## config.mk

```make
export PLATFORM = sky130hd
export DESIGN_NAME = mdio_master
export DESIGN_NICKNAME = d
export VERILOG_FILES = /design/src/rtl/mdio_pkg.sv /design/src/rtl/mdio_mdc_gen.sv /design/src/rtl/mdio_sync.sv /design/src/rtl/mdio_master.sv
export SDC_FILE = /design/constraint.sdc
export NUM_CORES = 1
export LEC_CHECK = 0
export CAP_MARGIN = 5
export CORE_MARGIN = 8
export CORE_UTILIZATION = 54
export DETAILED_ROUTE_END_ITERATION = 8
export PLACE_DENSITY = 0.88
export SYNTH_ARGS = -nofsm -noshare
export SYNTH_HDL_FRONTEND = slang
export SYNTH_SLANG_ARGS = --single-unit
```

## constraint.sdc

```tcl
create_clock -name clk -period 2.51 [get_ports clk]
set_input_delay 0.251 -clock clk [delete_from_list [all_inputs] [get_ports clk]]
set_output_delay 0.251 -clock clk [all_outputs]
set_load 0.01 [all_outputs]
```

## src/rtl/mdio_pkg.sv

```systemverilog
package mdio_pkg;
    typedef enum logic [2:0] {
        S_IDLE,
        S_PRE,
        S_HDR,
        S_WTA,
        S_WDAT,
        S_RTA,
        S_RDAT,
        S_TAIL
    } mst_state_t;
endpackage

```

## src/rtl/mdio_mdc_gen.sv

```systemverilog
module mdio_mdc_gen #(
    parameter int HALF_CLKS = 100
) (
    input  logic clk,
    input  logic rst_n,
    input  logic run,
    output logic mdc,
    output logic low_end,
    output logic slot_end
);
    localparam int CW = (HALF_CLKS > 1) ? $clog2(HALF_CLKS) : 1;

    logic [CW-1:0] cnt_q;
    logic          half_q;
    logic          tick;

    assign tick = run && (cnt_q == CW'(HALF_CLKS - 1));

    always_ff @(posedge clk) begin
        if (!rst_n || !run) begin
            cnt_q  <= '0;
            half_q <= 1'b0;
        end else if (tick) begin
            cnt_q  <= '0;
            half_q <= ~half_q;
        end else begin
            cnt_q <= cnt_q + 1'b1;
        end
    end

    assign mdc      = half_q;
    assign low_end  = tick & ~half_q;
    assign slot_end = tick & half_q;

    AST_HALF_CNT_RANGE: assert property (@(posedge clk) disable iff (!rst_n)
        int'(cnt_q) < HALF_CLKS);
    AST_MDC_LOW_STOPPED: assert property (@(posedge clk) disable iff (!rst_n)
        !run |=> !mdc);
endmodule

```

## src/rtl/mdio_sync.sv

```systemverilog
module mdio_sync #(
    parameter int STAGES = 2
) (
    input  logic clk,
    input  logic rst_n,
    input  logic d,
    output logic q
);
    logic [STAGES-1:0] sh_q;

    generate
        if (STAGES == 1) begin : g_one
            always_ff @(posedge clk) begin
                if (!rst_n) sh_q <= '1;
                else        sh_q <= d;
            end
        end else begin : g_many
            always_ff @(posedge clk) begin
                if (!rst_n) sh_q <= '1;
                else        sh_q <= {sh_q[STAGES-2:0], d};
            end
        end
    endgenerate

    assign q = sh_q[STAGES-1];
endmodule

```

## src/rtl/mdio_master.sv

```systemverilog
module mdio_master
    import mdio_pkg::*;
#(
    parameter int HALF_CLKS = 100,
    parameter int PRE_LEN   = 40,
    parameter int ADDR_W    = 5,
    parameter int DATA_W    = 16
) (
    input  logic              clk,
    input  logic              rst_n,
    input  logic              start,
    input  logic              rd_req,
    input  logic [ADDR_W-1:0] phy_addr,
    input  logic [ADDR_W-1:0] reg_addr,
    input  logic [DATA_W-1:0] wr_data,
    output logic              busy,
    output logic              done,
    output logic [DATA_W-1:0] rd_data,
    output logic              mdc,
    output logic              mdio_o,
    output logic              mdio_oe,
    input  logic              mdio_i
);
    localparam int HDR_W = 4 + 2 * ADDR_W;
    localparam int CNT_W = $clog2(PRE_LEN + HDR_W + DATA_W + 1);

    mst_state_t        state_q, state_d;
    logic [CNT_W-1:0]  cnt_q;
    logic [HDR_W-1:0]  hdr_q;
    logic [DATA_W-1:0] wd_q;
    logic [DATA_W-1:0] rd_shift_q;
    logic [DATA_W-1:0] rd_data_q;
    logic              is_rd_q;
    logic              done_q;
    logic              low_end, slot_end;
    logic              mdio_s;
    logic              last_bit;
    logic              sample_en;

    mdio_mdc_gen #(.HALF_CLKS(HALF_CLKS)) u_mdc (
        .clk      (clk),
        .rst_n    (rst_n),
        .run      (state_q != S_IDLE),
        .mdc      (mdc),
        .low_end  (low_end),
        .slot_end (slot_end)
    );

    mdio_sync #(.STAGES(2)) u_sync (
        .clk   (clk),
        .rst_n (rst_n),
        .d     (mdio_i),
        .q     (mdio_s)
    );

    always_comb begin
        last_bit = 1'b0;
        unique case (state_q)
            S_IDLE:         last_bit = 1'b0;
            S_PRE:          last_bit = (cnt_q == CNT_W'(PRE_LEN - 1));
            S_HDR:          last_bit = (cnt_q == CNT_W'(HDR_W - 1));
            S_WTA:          last_bit = (cnt_q == CNT_W'(1));
            S_WDAT, S_RDAT: last_bit = (cnt_q == CNT_W'(DATA_W - 1));
            S_RTA, S_TAIL:  last_bit = 1'b1;
        endcase
    end

    always_comb begin
        state_d = state_q;
        unique case (state_q)
            S_IDLE: if (start) state_d = S_PRE;
            S_PRE:  if (slot_end && last_bit) state_d = S_HDR;
            S_HDR:  if (slot_end && last_bit) state_d = is_rd_q ? S_RTA : S_WTA;
            S_WTA:  if (slot_end && last_bit) state_d = S_WDAT;
            S_WDAT: if (slot_end && last_bit) state_d = S_TAIL;
            S_RTA:  if (slot_end && last_bit) state_d = S_RDAT;
            S_RDAT: if (slot_end && last_bit) state_d = S_TAIL;
            S_TAIL: if (slot_end && last_bit) state_d = S_IDLE;
        endcase
    end

    always_ff @(posedge clk) begin
        if (!rst_n) state_q <= S_IDLE;
        else        state_q <= state_d;
    end

    assign sample_en = low_end &&
        ((state_q == S_RDAT && cnt_q != '0) || (state_q == S_TAIL && is_rd_q));

    always_ff @(posedge clk) begin
        if (!rst_n) begin
            cnt_q      <= '0;
            hdr_q      <= '0;
            wd_q       <= '0;
            rd_shift_q <= '0;
            rd_data_q  <= '0;
            is_rd_q    <= 1'b0;
            done_q     <= 1'b0;
        end else begin
            done_q <= 1'b0;
            if (state_q == S_IDLE && start) begin
                hdr_q   <= {2'b01, (rd_req ? 2'b10 : 2'b01), phy_addr, reg_addr};
                wd_q    <= wr_data;
                is_rd_q <= rd_req;
                cnt_q   <= '0;
            end else if (slot_end) begin
                cnt_q <= last_bit ? '0 : cnt_q + 1'b1;
                if (state_q == S_HDR)  hdr_q <= {hdr_q[HDR_W-2:0], 1'b0};
                if (state_q == S_WDAT) wd_q  <= {wd_q[DATA_W-2:0], 1'b0};
                if (state_q == S_TAIL) begin
                    done_q <= 1'b1;
                    if (is_rd_q) rd_data_q <= rd_shift_q;
                end
            end
            if (sample_en) rd_shift_q <= {rd_shift_q[DATA_W-2:0], mdio_s};
        end
    end

    always_comb begin
        busy    = (state_q != S_IDLE);
        done    = done_q;
        rd_data = rd_data_q;
        mdio_oe = 1'b0;
        mdio_o  = 1'b0;
        unique case (state_q)
            S_PRE:  begin mdio_oe = 1'b1; mdio_o = 1'b1;             end
            S_HDR:  begin mdio_oe = 1'b1; mdio_o = hdr_q[HDR_W-1];   end
            S_WTA:  begin mdio_oe = 1'b1; mdio_o = (cnt_q == '0);    end
            S_WDAT: begin mdio_oe = 1'b1; mdio_o = wd_q[DATA_W-1];   end
            S_IDLE, S_RTA, S_RDAT, S_TAIL: begin mdio_oe = 1'b0; mdio_o = 1'b0; end
        endcase
    end

    AST_IDLE_QUIET: assert property (@(posedge clk) disable iff (!rst_n)
        !busy |-> (!mdc && !mdio_oe));
    AST_DATA_SETUP_LOW: assert property (@(posedge clk) disable iff (!rst_n)
        (mdio_oe && !$stable(mdio_o)) |-> !mdc);
    AST_SAMPLE_MDC_LOW: assert property (@(posedge clk) disable iff (!rst_n)
        sample_en |-> !mdc);
    AST_DONE_PULSE: assert property (@(posedge clk) disable iff (!rst_n)
        done |=> !done);
    AST_BUSY_END_DONE: assert property (@(posedge clk) disable iff (!rst_n)
        $fell(busy) |-> done);
    AST_START_IGNORED: assert property (@(posedge clk) disable iff (!rst_n)
        (busy && start) |=> $stable(is_rd_q));
endmodule

```

==> metrics.md <==
| Metric | Value |
|---|---|
| Drt pass-1 iters | `4` |
| Max incr delay on CP | `370 ps` |
| Setup TNS Final | `0 ps` |
| Outcome | `completed` |
| Synth Flop Type | `dfxtp_1` |
| R2R setup slack | `340 ps` |
| Worst Hold End | `u_sync.sh_q[1]` |
| Number of cell rows | `30` |
| Drt wl/cell | `14.26 um` |
| Layout cells sized above 1 | `0.08000` |
| Clock Tree Root | `clkbuf_8` |
| R2R cell count | `6` |
| Post-CTS Setup Bufs | `0` |
| Setup-failing EPs final | `0` |
| Fin crit share | `0.8997` |
| Leak | `1.810 nW` |
| Crit. End Element | `primary output` |
| Pins Over Slew Limit | `0` |
| Most frequent cells in the layout | `84 x dfxtp_1, 59 x nor2_1, 50 x clkdlybuf4s50_1` |
| Max Freq | `442.8 MHz` |
| GRT Util Overall | `0.1644` |
| Clk sinks | `84` |
| Tot Pwr | `2.573 mW` |
| Final GP Congestion | `0.9829` |
| Hold Path Class | `register to register` |
| Hold Path Cell Cnt | `1` |
| Leading cell type in the layout, fill and taps excluded | `dfxtp_1` |
| FF-to-FF End | `rd_shift_q[14]` |
| IO Pins | `52` |
| Largest net degree at the start of global routing | `64` |
| Worst-path fanout max | `6` |
| Die Wd | `98.52 um` |
| Req. time, crit path | `2260 ps` |
| Die H | `98.52 um` |
| Min Tclk post-route | `2258 ps` |
| Setup ws final | `251.7 ps` |
| CTS H-tree depth | `3` |
| Mapped Nets | `439` |
| Antenna fix cells | `0` |
| Mapped cell area | `3677 um2` |
| Hold Slack | `426.9 ps` |
| Ys Warns | `0` |
| Crit-path slowest cell | `dfxtp_1` |
| Antenna-violating nets left | `0` |
| Avg Cell Area, Syn | `9.080 um2` |
| Worst-Margin Slew | `741.8 ps` |
| Vias per cell | `5.619` |
| Synthesized instance count | `405` |
| Hold violation count in the final report | `0` |
| TritonCTS Buffers | `9` |
| Remaining DRCs | `0` |
| Max clock buf depth | `2` |
| I/O Buffers | `51` |
| Detailed Place HPWL | `5.205 mm` |
| Latest clock arrival within the worst-skew pair | `360 ps` |
| Worst slack, placed | `319.4 ps` |
| Reg-to-Reg Start | `u_mdc.cnt_q[0]` |
| Grt total ovfl | `0` |
| CP Data Arrival Time | `2010 ps` |
| Vias in the first global route | `2886` |
| Layout area overhead | `19.50%` |
| EDFF count, synth | `0` |
| CTS tree | `yes` |
| Clk_skew | `11.98 ps` |
| Routed via count | `2978` |
| Maxcap violations | `0` |
| WL final | `7.560 mm` |
| Crit path cell chain | `inv_1, ha_1, nor4b_1, nand2_1, a311oi_1, a31o_2, dlygate4sd2_1` |
| Relative slew slack | `0.5052` |
| Hold Startpoint | `u_sync.sh_q[0]` |
| Nets | `479` |
| Yosys cell types | `51` |
| Die area | `9706 um2` |
| Antenna violations before repair | `0` |
| Seq/Total Area, Yosys | `0.4573` |
| RSZ-0062 raised after global routing | `no` |
| DR iter-0 viols | `146` |
| Ys async rst share | `0` |
| Startpoint types | `register` |
| Initial core utilization | `0.5504` |
| Pwr Density | `585.6 nW/um2` |
| Worst vdd ir | `0.0003924 V` |
| Clk slew on worst S/H paths | `80 ps` |
| First-pass GRT wire length | `13.25 mm` |
| Critical path type | `register to primary output` |
| Post-synthesis register bit count | `84` |
| Total core area | `6681 um2` |
cells by family after synthesis:
| logic type | Yosys count | share of synthesized area |
|---|---|---|
| AOI/OAI and AO/OA | 78 | 0.1501 |
| DFF | 84 | 0.4573 |
| adders and majority gates | 3 | 0.01021 |
| muxes | 45 | 0.1228 |
| buffers and inverters | 36 | 0.04627 |
| and+or+nand+nor | 152 | 0.1967 |
| xor gates and xnor gates | 7 | 0.01667 |
per-layer routing:
layer | vias up | share of wire | GRT usage
li1 | 1507 | - | -
met1 | 1366 | 0.44 | 0.1924
met2 | 86 | 0.48 | 0.2664
met3 | 19 | 0.047 | 0.03876
met4 | 0 | 0.032 | 0.1015
met5 | - | 0 | 0
how the worst max path moves through the flow:
stage	from	endpoint	slack, ps	cells after the start
after detailed placement	cnt_q[1]	mdio_o	320	7
after global routing	cnt_q[1]	mdio_o	80	7
after floorplan	u_mdc.cnt_q[0]	rd_data[10]	660	8
after global placement	cnt_q[1]	mdio_o	350	7
after CTS	cnt_q[1]	mdio_o	240	7
final	cnt_q[1]	mdio_o	250	7
power by group:
part	internal, mW	total, mW	switching, mW
clock network	0.464	0.968	0.503
logic	0.104	0.202	0.0984
registers	1.38	1.40	0.0268
total	1.94	2.57	0.628
per-stage QoR:
stage / instances / util / cell area [um2]
floorplan: 405 / - / 3677
global placement: 514 / 0.6281 / 4197
detailed placement: 514 / 0.6281 / 4197
CTS: 530 / 0.6577 / 4394
global route: 530 / 0.6577 / 4394
finish: 530 / 0.6577 / 4394
Yosys cell counts, drive strengths merged, types with 3 or more instances:
library cell / count / area share
dfxtp: 84 / 0.46
nor2: 59 / 0.060
nand2: 46 / 0.047
mux2i: 44 / 0.12
a21oi: 28 / 0.038
a211oi: 26 / 0.056
clkbuf: 17 / 0.017
buf: 12 / 0.022
nand3: 12 / 0.018
o21ai: 9 / 0.013
inv: 7 / 0.0071
and3: 6 / 0.010
nor4: 5 / 0.0085
xnor2: 5 / 0.012
nand2b: 4 / 0.0068
nand4: 4 / 0.011
ha: 3 / 0.010
nor3: 3 / 0.0041
critical path, delay by kind of cell (launching register included):
kind	cells	cell delay, ps
AOI/OAI and AO/OA	2	400
adders and majority gates	1	150
buffers and inverters	2	370
DFF	1	370
and+or+nand+nor	2	360
repair_timing:
item                       in CTS  in global routing
resized for setup               1                  0
hold buffers                    0                  0
setup endpoints to repair       1                  0
registers in the layout (all words and copies together) (netlist names):
register	cells
rd_shift_q	16
u_sync.sh_q	2
rd_data	16
wd_q	16
state_q	3
u_mdc.mdc	1
u_mdc.cnt_q	7
is_rd_q	1
done	1
hdr_q	14
cnt_q	7
final cells by class:
| class | instances | area [um2] |
|---|---|---|
| multi-input combinational | 285 | 1826 |
| tap | 80 | 100.1 |
| fill | 545 | 2287 |
| clock buffer | 9 | 123.9 |
| sequential | 84 | 1682 |
| timing repair buffer | 58 | 561.8 |
| clock inverter | 7 | 75.07 |
| inverter | 7 | 26.28 |
Power figures use the tool's default switching activity.
